File: src/rtl/nic_irq_pkg.sv
package nic_irq_pkg;
   localparam int ADDR_W = 4;

   typedef enum logic [ADDR_W-1:0] {
      A_CMD    = 4'd0,
      A_STAT   = 4'd1,
      A_MASK   = 4'd2,
      A_RXMARK = 4'd3,
      A_TXMARK = 4'd4,
      A_RXSIZE = 4'd5,
      A_TXSIZE = 4'd6,
      A_RXDATA = 4'd7,
      A_TXDATA = 4'd8,
      A_PKTMAX = 4'd9
   } reg_addr_e;

   localparam int ST_RXHIGH = 0;
   localparam int ST_TXLOW  = 1;
   localparam int ST_RXPKT  = 2;
   localparam int ST_RXDMA  = 3;
   localparam int ST_TXDMA  = 4;
   localparam int NUM_ST    = 5;
endpackage

File: src/rtl/nic_wm_track.sv
module nic_wm_track #(
   parameter int DEPTH        = 64,
   parameter bit ARM_ON_EMPTY = 1'b1,
   localparam int LW          = $clog2(DEPTH + 1)
) (
   input  logic          clk,
   input  logic          rst_n,
   input  logic          clr,
   input  logic [LW-1:0] level,
   input  logic [LW-1:0] mark,
   output logic          armed,
   output logic          fire
);
   logic arm_hit;
   logic crossed;

   generate
      if (ARM_ON_EMPTY) begin : g_fill
         // arm on empty, fire when filling reaches the mark
         assign arm_hit = (level == '0);
         assign crossed = (level >= mark);
      end else begin : g_drain
         // arm on full, fire when draining reaches the mark
         assign arm_hit = (level == LW'(DEPTH));
         assign crossed = (level <= mark);
      end
   endgenerate

   assign fire = armed && crossed && !arm_hit;

   always_ff @(posedge clk or negedge rst_n) begin
      if (!rst_n)       armed <= 1'b0;
      else if (clr)     armed <= 1'b0;
      else if (arm_hit) armed <= 1'b1;
      else if (fire)    armed <= 1'b0;
   end
endmodule

File: src/rtl/nic_pkt_cap.sv
module nic_pkt_cap #(
   parameter int CNT_W = 8
) (
   input  logic             clk,
   input  logic             rst_n,
   input  logic             clr,
   input  logic             pkt,
   input  logic [CNT_W-1:0] cap,
   output logic [CNT_W-1:0] cnt,
   output logic             hit
);
   logic       enabled;
   logic       room;
   logic [CNT_W:0] next_cnt;

   assign enabled  = (cap != '0);
   assign room     = (cnt < cap);
   assign next_cnt = {1'b0, cnt} + 1'b1;
   assign hit      = pkt && enabled && room && (next_cnt == {1'b0, cap});

   always_ff @(posedge clk or negedge rst_n) begin
      if (!rst_n)                       cnt <= '0;
      else if (clr)                     cnt <= '0;
      else if (pkt && enabled && room)  cnt <= next_cnt[CNT_W-1:0];
   end
endmodule

File: src/rtl/nic_irq_ctrl.sv
module nic_irq_ctrl
   import nic_irq_pkg::*;
#(
   parameter int RX_DEPTH    = 64,
   parameter int TX_DEPTH    = 64,
   parameter int DATA_W      = 32,
   parameter int CNT_W       = 8,
   parameter int RX_MARK_DEF = 48,
   parameter int TX_MARK_DEF = 16,
   parameter int PKTMAX_DEF  = 4,
   localparam int RLW        = $clog2(RX_DEPTH + 1),
   localparam int TLW        = $clog2(TX_DEPTH + 1)
) (
   input  logic              clk,
   input  logic              rst_n,
   input  logic [RLW-1:0]    rx_level,
   input  logic [TLW-1:0]    tx_level,
   input  logic              rx_pkt,
   input  logic              rx_dma_done,
   input  logic              tx_dma_done,
   input  logic              reg_wr,
   input  logic              reg_rd,
   input  logic [ADDR_W-1:0] reg_addr,
   input  logic [DATA_W-1:0] reg_wdata,
   output logic [DATA_W-1:0] reg_rdata,
   output logic              irq
);
   generate
      if (RX_MARK_DEF > RX_DEPTH || TX_MARK_DEF > TX_DEPTH) begin : g_bad_mark
         $error("nic_irq_ctrl: default mark exceeds FIFO depth");
      end
      if (DATA_W < NUM_ST || DATA_W < CNT_W || DATA_W < RLW || DATA_W < TLW) begin : g_bad_dw
         $error("nic_irq_ctrl: DATA_W too narrow");
      end
      if (PKTMAX_DEF >= (1 << CNT_W)) begin : g_bad_cap
         $error("nic_irq_ctrl: PKTMAX_DEF does not fit CNT_W");
      end
   endgenerate

   logic              soft_rst, rd_stat;
   logic              wr_mask, wr_rxmark, wr_txmark, wr_pktmax, wr_rxdata, wr_txdata;
   logic [NUM_ST-1:0] status, mask, st_set;
   logic [RLW-1:0]    rx_mark;
   logic [TLW-1:0]    tx_mark;
   logic [CNT_W-1:0]  pkt_max, pkt_cnt;
   logic              rx_armed, tx_armed, rx_fire, tx_fire, pkt_hit;
   logic              rx_busy, tx_busy;

   assign soft_rst  = reg_wr && (reg_addr == A_CMD) && reg_wdata[0];
   assign rd_stat   = reg_rd && (reg_addr == A_STAT);
   assign wr_mask   = reg_wr && (reg_addr == A_MASK);
   assign wr_rxmark = reg_wr && (reg_addr == A_RXMARK);
   assign wr_txmark = reg_wr && (reg_addr == A_TXMARK);
   assign wr_pktmax = reg_wr && (reg_addr == A_PKTMAX);
   assign wr_rxdata = reg_wr && (reg_addr == A_RXDATA);
   assign wr_txdata = reg_wr && (reg_addr == A_TXDATA);

   nic_wm_track #(.DEPTH(RX_DEPTH), .ARM_ON_EMPTY(1'b1)) u_rx_wm (
      .clk(clk), .rst_n(rst_n), .clr(soft_rst),
      .level(rx_level), .mark(rx_mark), .armed(rx_armed), .fire(rx_fire)
   );

   nic_wm_track #(.DEPTH(TX_DEPTH), .ARM_ON_EMPTY(1'b0)) u_tx_wm (
      .clk(clk), .rst_n(rst_n), .clr(soft_rst),
      .level(tx_level), .mark(tx_mark), .armed(tx_armed), .fire(tx_fire)
   );

   nic_pkt_cap #(.CNT_W(CNT_W)) u_pkt (
      .clk(clk), .rst_n(rst_n), .clr(soft_rst || rd_stat || wr_pktmax),
      .pkt(rx_pkt), .cap(pkt_max), .cnt(pkt_cnt), .hit(pkt_hit)
   );

   always_comb begin
      st_set            = '0;
      st_set[ST_RXHIGH] = rx_fire;
      st_set[ST_TXLOW]  = tx_fire;
      st_set[ST_RXPKT]  = pkt_hit;
      st_set[ST_RXDMA]  = rx_dma_done;
      st_set[ST_TXDMA]  = tx_dma_done;
   end

   always_ff @(posedge clk or negedge rst_n) begin
      if (!rst_n) begin
         status  <= '0;
         mask    <= '0;
         rx_mark <= RLW'(RX_MARK_DEF);
         tx_mark <= TLW'(TX_MARK_DEF);
         pkt_max <= CNT_W'(PKTMAX_DEF);
         rx_busy <= 1'b0;
         tx_busy <= 1'b0;
      end else if (soft_rst) begin
         status  <= '0;
         mask    <= '0;
         rx_mark <= RLW'(RX_MARK_DEF);
         tx_mark <= TLW'(TX_MARK_DEF);
         pkt_max <= CNT_W'(PKTMAX_DEF);
         rx_busy <= 1'b0;
         tx_busy <= 1'b0;
      end else begin
         status <= (rd_stat ? '0 : status) | st_set;
         if (wr_mask)   mask    <= reg_wdata[NUM_ST-1:0];
         if (wr_rxmark) rx_mark <= reg_wdata[RLW-1:0];
         if (wr_txmark) tx_mark <= reg_wdata[TLW-1:0];
         if (wr_pktmax) pkt_max <= reg_wdata[CNT_W-1:0];
         if (wr_rxdata)        rx_busy <= 1'b1;
         else if (rx_dma_done) rx_busy <= 1'b0;
         if (wr_txdata)        tx_busy <= 1'b1;
         else if (tx_dma_done) tx_busy <= 1'b0;
      end
   end

   always_comb begin
      reg_rdata = '0;
      case (reg_addr)
         A_STAT:   reg_rdata = DATA_W'(status);
         A_MASK:   reg_rdata = DATA_W'(mask);
         A_RXMARK: reg_rdata = DATA_W'(rx_mark);
         A_TXMARK: reg_rdata = DATA_W'(tx_mark);
         A_RXSIZE: reg_rdata = DATA_W'(RX_DEPTH);
         A_TXSIZE: reg_rdata = DATA_W'(TX_DEPTH);
         A_RXDATA: reg_rdata = DATA_W'(rx_busy);
         A_TXDATA: reg_rdata = DATA_W'(tx_busy);
         A_PKTMAX: reg_rdata = DATA_W'(pkt_max);
         default:  reg_rdata = '0;
      endcase
   end

   assign irq = |(status & mask);
endmodule

File: config.mk
export PLATFORM = sky130hd
export DESIGN_NAME = nic_irq_ctrl
export DESIGN_NICKNAME = d
export VERILOG_FILES = /design/src/rtl/nic_irq_pkg.sv /design/src/rtl/nic_wm_track.sv /design/src/rtl/nic_pkt_cap.sv /design/src/rtl/nic_irq_ctrl.sv
export SDC_FILE = /design/constraint.sdc
export NUM_CORES = 1
export LEC_CHECK = 0
export BUFFER_PORTS_ARGS = -buffer_cell sky130_fd_sc_hd__buf_2
export CAP_MARGIN = 10
export CORE_MARGIN = 2
export CORE_UTILIZATION = 40
export CTS_BUF_LIST = sky130_fd_sc_hd__clkbuf_2
export DETAILED_ROUTE_END_ITERATION = 6
export PLACE_DENSITY = 0.6
export REMOVE_ABC_BUFFERS = 1
export SLEW_MARGIN = 25
export SYNTH_ARGS = -nofsm -noshare
export SYNTH_HDL_FRONTEND = slang
export SYNTH_HIERARCHICAL = 1
export SYNTH_SLANG_ARGS = --single-unit
File: constraint.sdc
create_clock -name clk -period 2.4 [get_ports clk]
set_input_delay 0.48 -clock clk [delete_from_list [all_inputs] [get_ports clk]]
set_output_delay 0.48 -clock clk [all_outputs]
set_load 0.05 [all_outputs]
==> run metrics <==
run status finished, final reports clean; total CTS buffers 5; f_max 442 MHz; P&R area growth vs syn 9.16%; global-route wire length before repair 15600 um; number of library cell types mapped by synthesis 62; setup violators final 0; routability cong. 0.828; Worst slew margin 60.6%; cts hold-fix bufs 0; I/O pin total 90; register area share after synthesis 31.0%; # Max-Cap Violations 0; GR Util All Layers 19.8%; Clock Path Buffers 2; post-place instance area 3820 um^2; Avg Cell Area, Syn 8.47 um^2; Worst-path clk slew 260 ps; Die ar. 9680 um^2; Starting Density 41.1%; Tcrit/Tclk final 94.2%; design area 3890 um^2; number of synthesized flops with an enable pin 0; Yosys top cell by area dfrtp_1; top cells by area, synth dfrtp_1 (28%), ha_1 (8.1%), nand3_1 (6.0%); Final Critical Period 2260 ps; Via density 5.63; PwrDens 669 nW/um^2; Die X 98.4 um; top-count cell post-synth nand3_1; CTS tree done; Final Hold Vio Count 0; DRT antenna net count 0; setup TNS 0 ps; Peak VDD IR 0.000366 V; WP data required 2760 ps; Fillers 907; wirelength, routed 9440 um; largest net degree at the start of global routing 45; DR iter-0 viols 202; Yosys warning total 6; IO Port Bufs 41; Final Max Slew Viols 0; CP Launch Type flop; Leak 0.00174 uW; Top FF cell, synth dfrtp_1; Synth Instances 421; layout cells sized above 1 20.8%; Die Ht 98.4 um; ant diodes 0; FF+latch count, synth 44; Clock Latency Late Sink 430 ps; Vias 3233; Least-Margin Pin Slew 590 ps; clk sinks 44; top-area cell type share of the netlist area 28.1%; drt first pass iters 5; critical path class reg2reg; routed len/inst 16.4 um; Std-Cell Rows 34; Mapped Area 3560 um^2; Worst Clk Skew 14.9 ps; Crit Path Max Fanout 9; Async S/R FF share, synth 100%; post-CTS setup buffers 0; unrepaired setup endpoints after global routing no; H-tree levels 2; Root Buffer clkbuf_2; Worst Path Arrival 2620 ps; initial antenna violation count 0; Critical Path End Type flop; vias in the first global route 3071; synth cell count leaders nand3_1 (43), a21oi_1 (41), dfrtp_1 (40); area of the core 8680 um^2; Residual DRC 0; nets 545; class of the worst hold path in2async; GR Overflow Total 0; Detail Placement HPWL 7220 um; post-CTS sizing 0
==> logic make-up after synthesis <==
group	after synthesis	share of synthesized area, %
other cells	1	0.105
xor+xnor	8	1.97
buf+inv	80	12.6
fa+ha+maj	23	8.07
compound gates	116	20.1
mux	9	2.70
simple gates	140	23.3
flops	44	31.0
==> power by group <==
part	internal (uW)	leakage, uW	switching (uW)
Sequential	895	0.000562	165
Combinational	420	0.00113	667
Clock	180	0.0000431	274
Total	1500	0.00174	1110
==> layout by cell type (no fill, tap or decap), types with 3 or more instances in the layout <==
cell / Yosys / routed
mux2i_1: 4 / 4
a2111oi_2: 3 / 3
nor2b_1: 11 / 11
buf_2: 9 / 41
clkbuf_2: 0 / 5
or4_1: 3 / 3
conb_1: 1 / 24
nand2_1: 20 / 20
a21oi_1: 41 / 41
buf_4: 28 / 21
mux2_2: 5 / 5
o21ai_0: 35 / 35
nand4_1: 4 / 4
dfrtp_1: 40 / 40
o22ai_1: 4 / 4
nand3_1: 43 / 43
nor2_1: 17 / 17
xnor2_1: 4 / 4
nor4_1: 5 / 5
a22oi_1: 6 / 6
inv_1: 31 / 31
o211ai_1: 3 / 3
a32oi_1: 4 / 4
nor3_1: 4 / 4
ha_1: 23 / 23
nand2b_1: 3 / 3
dfstp_2: 4 / 4
nor3b_1: 5 / 5
o31ai_1: 5 / 5
xor2_1: 4 / 4
==> cell type report <==
type	count	area (um^2)	share of cell area, %
tap	108	135	3.47
clock inverter	3	47.5	1.22
multi-input combinational	320	2090	53.8
inverter	32	120	3.09
clock buffer	5	25.0	0.643
timing repair buffer	62	363	9.32
sequential	44	1110	28.4
==> worst max-delay path, cell delays in order (launching register included) <==
cell and delay [ps]:
dfrtp_1 430, inv_1 50, ha_1 310, a21oi_1 140, a21boi_0 120, nand4bb_1 390
nor4_1 390, mux2_2 370
==> per-stage QoR <==
stage,setup slack (ps),util (%),hold WS [ps],power [uW],cells
4_1_cts,118,44.8,96.7,2610,574
3_3_place_gp,175,44.0,489,2130,566
2_1_floorplan,103,-,184,1800,396
5_1_grt,12.1,44.8,99.3,2790,574
3_5_place_dp,131,44.0,505,2160,566
6_report,140,44.8,82.4,2600,574
==> state kept, by name, indices dropped and copies added (netlist names) <==
register	count
u_rx_wm/armed	1
rx_busy	1
tx_busy	1
u_pkt/cnt	8
mask	5
status	5
u_tx_wm/armed	1
rx_mark	7
tx_mark	7
pkt_max	8
==> layer usage <==
metal	vias to the layer above	GRT usage (%)	share of wire [%]
met2	109	33.0	47
met1	1540	27.5	45
met3	10	2.65	5.9
met4	0	4.21	1.2
li1	1574	-	-
met5	-	0	0
==> worst paths after layout <==
kind | slack [ps] | endpoint | depth (start not counted) | startpoint
max | 140 | u_pkt/cnt[7] | 7 | pkt_max[6]
min | 80 | mask[4] | 2 | rst_n
max reg2reg | 140 | u_pkt/cnt[7] | 7 | pkt_max[6]
min reg2reg | 550 | rx_mark[5] | 2 | rx_mark[5]
max in group asynchronous | 1900 | tx_mark[4] | 2 | rst_n
min in group clk | 280 | pkt_max[7] | 3 | reg_wdata[7]
(Power assumes the default switching activity.)
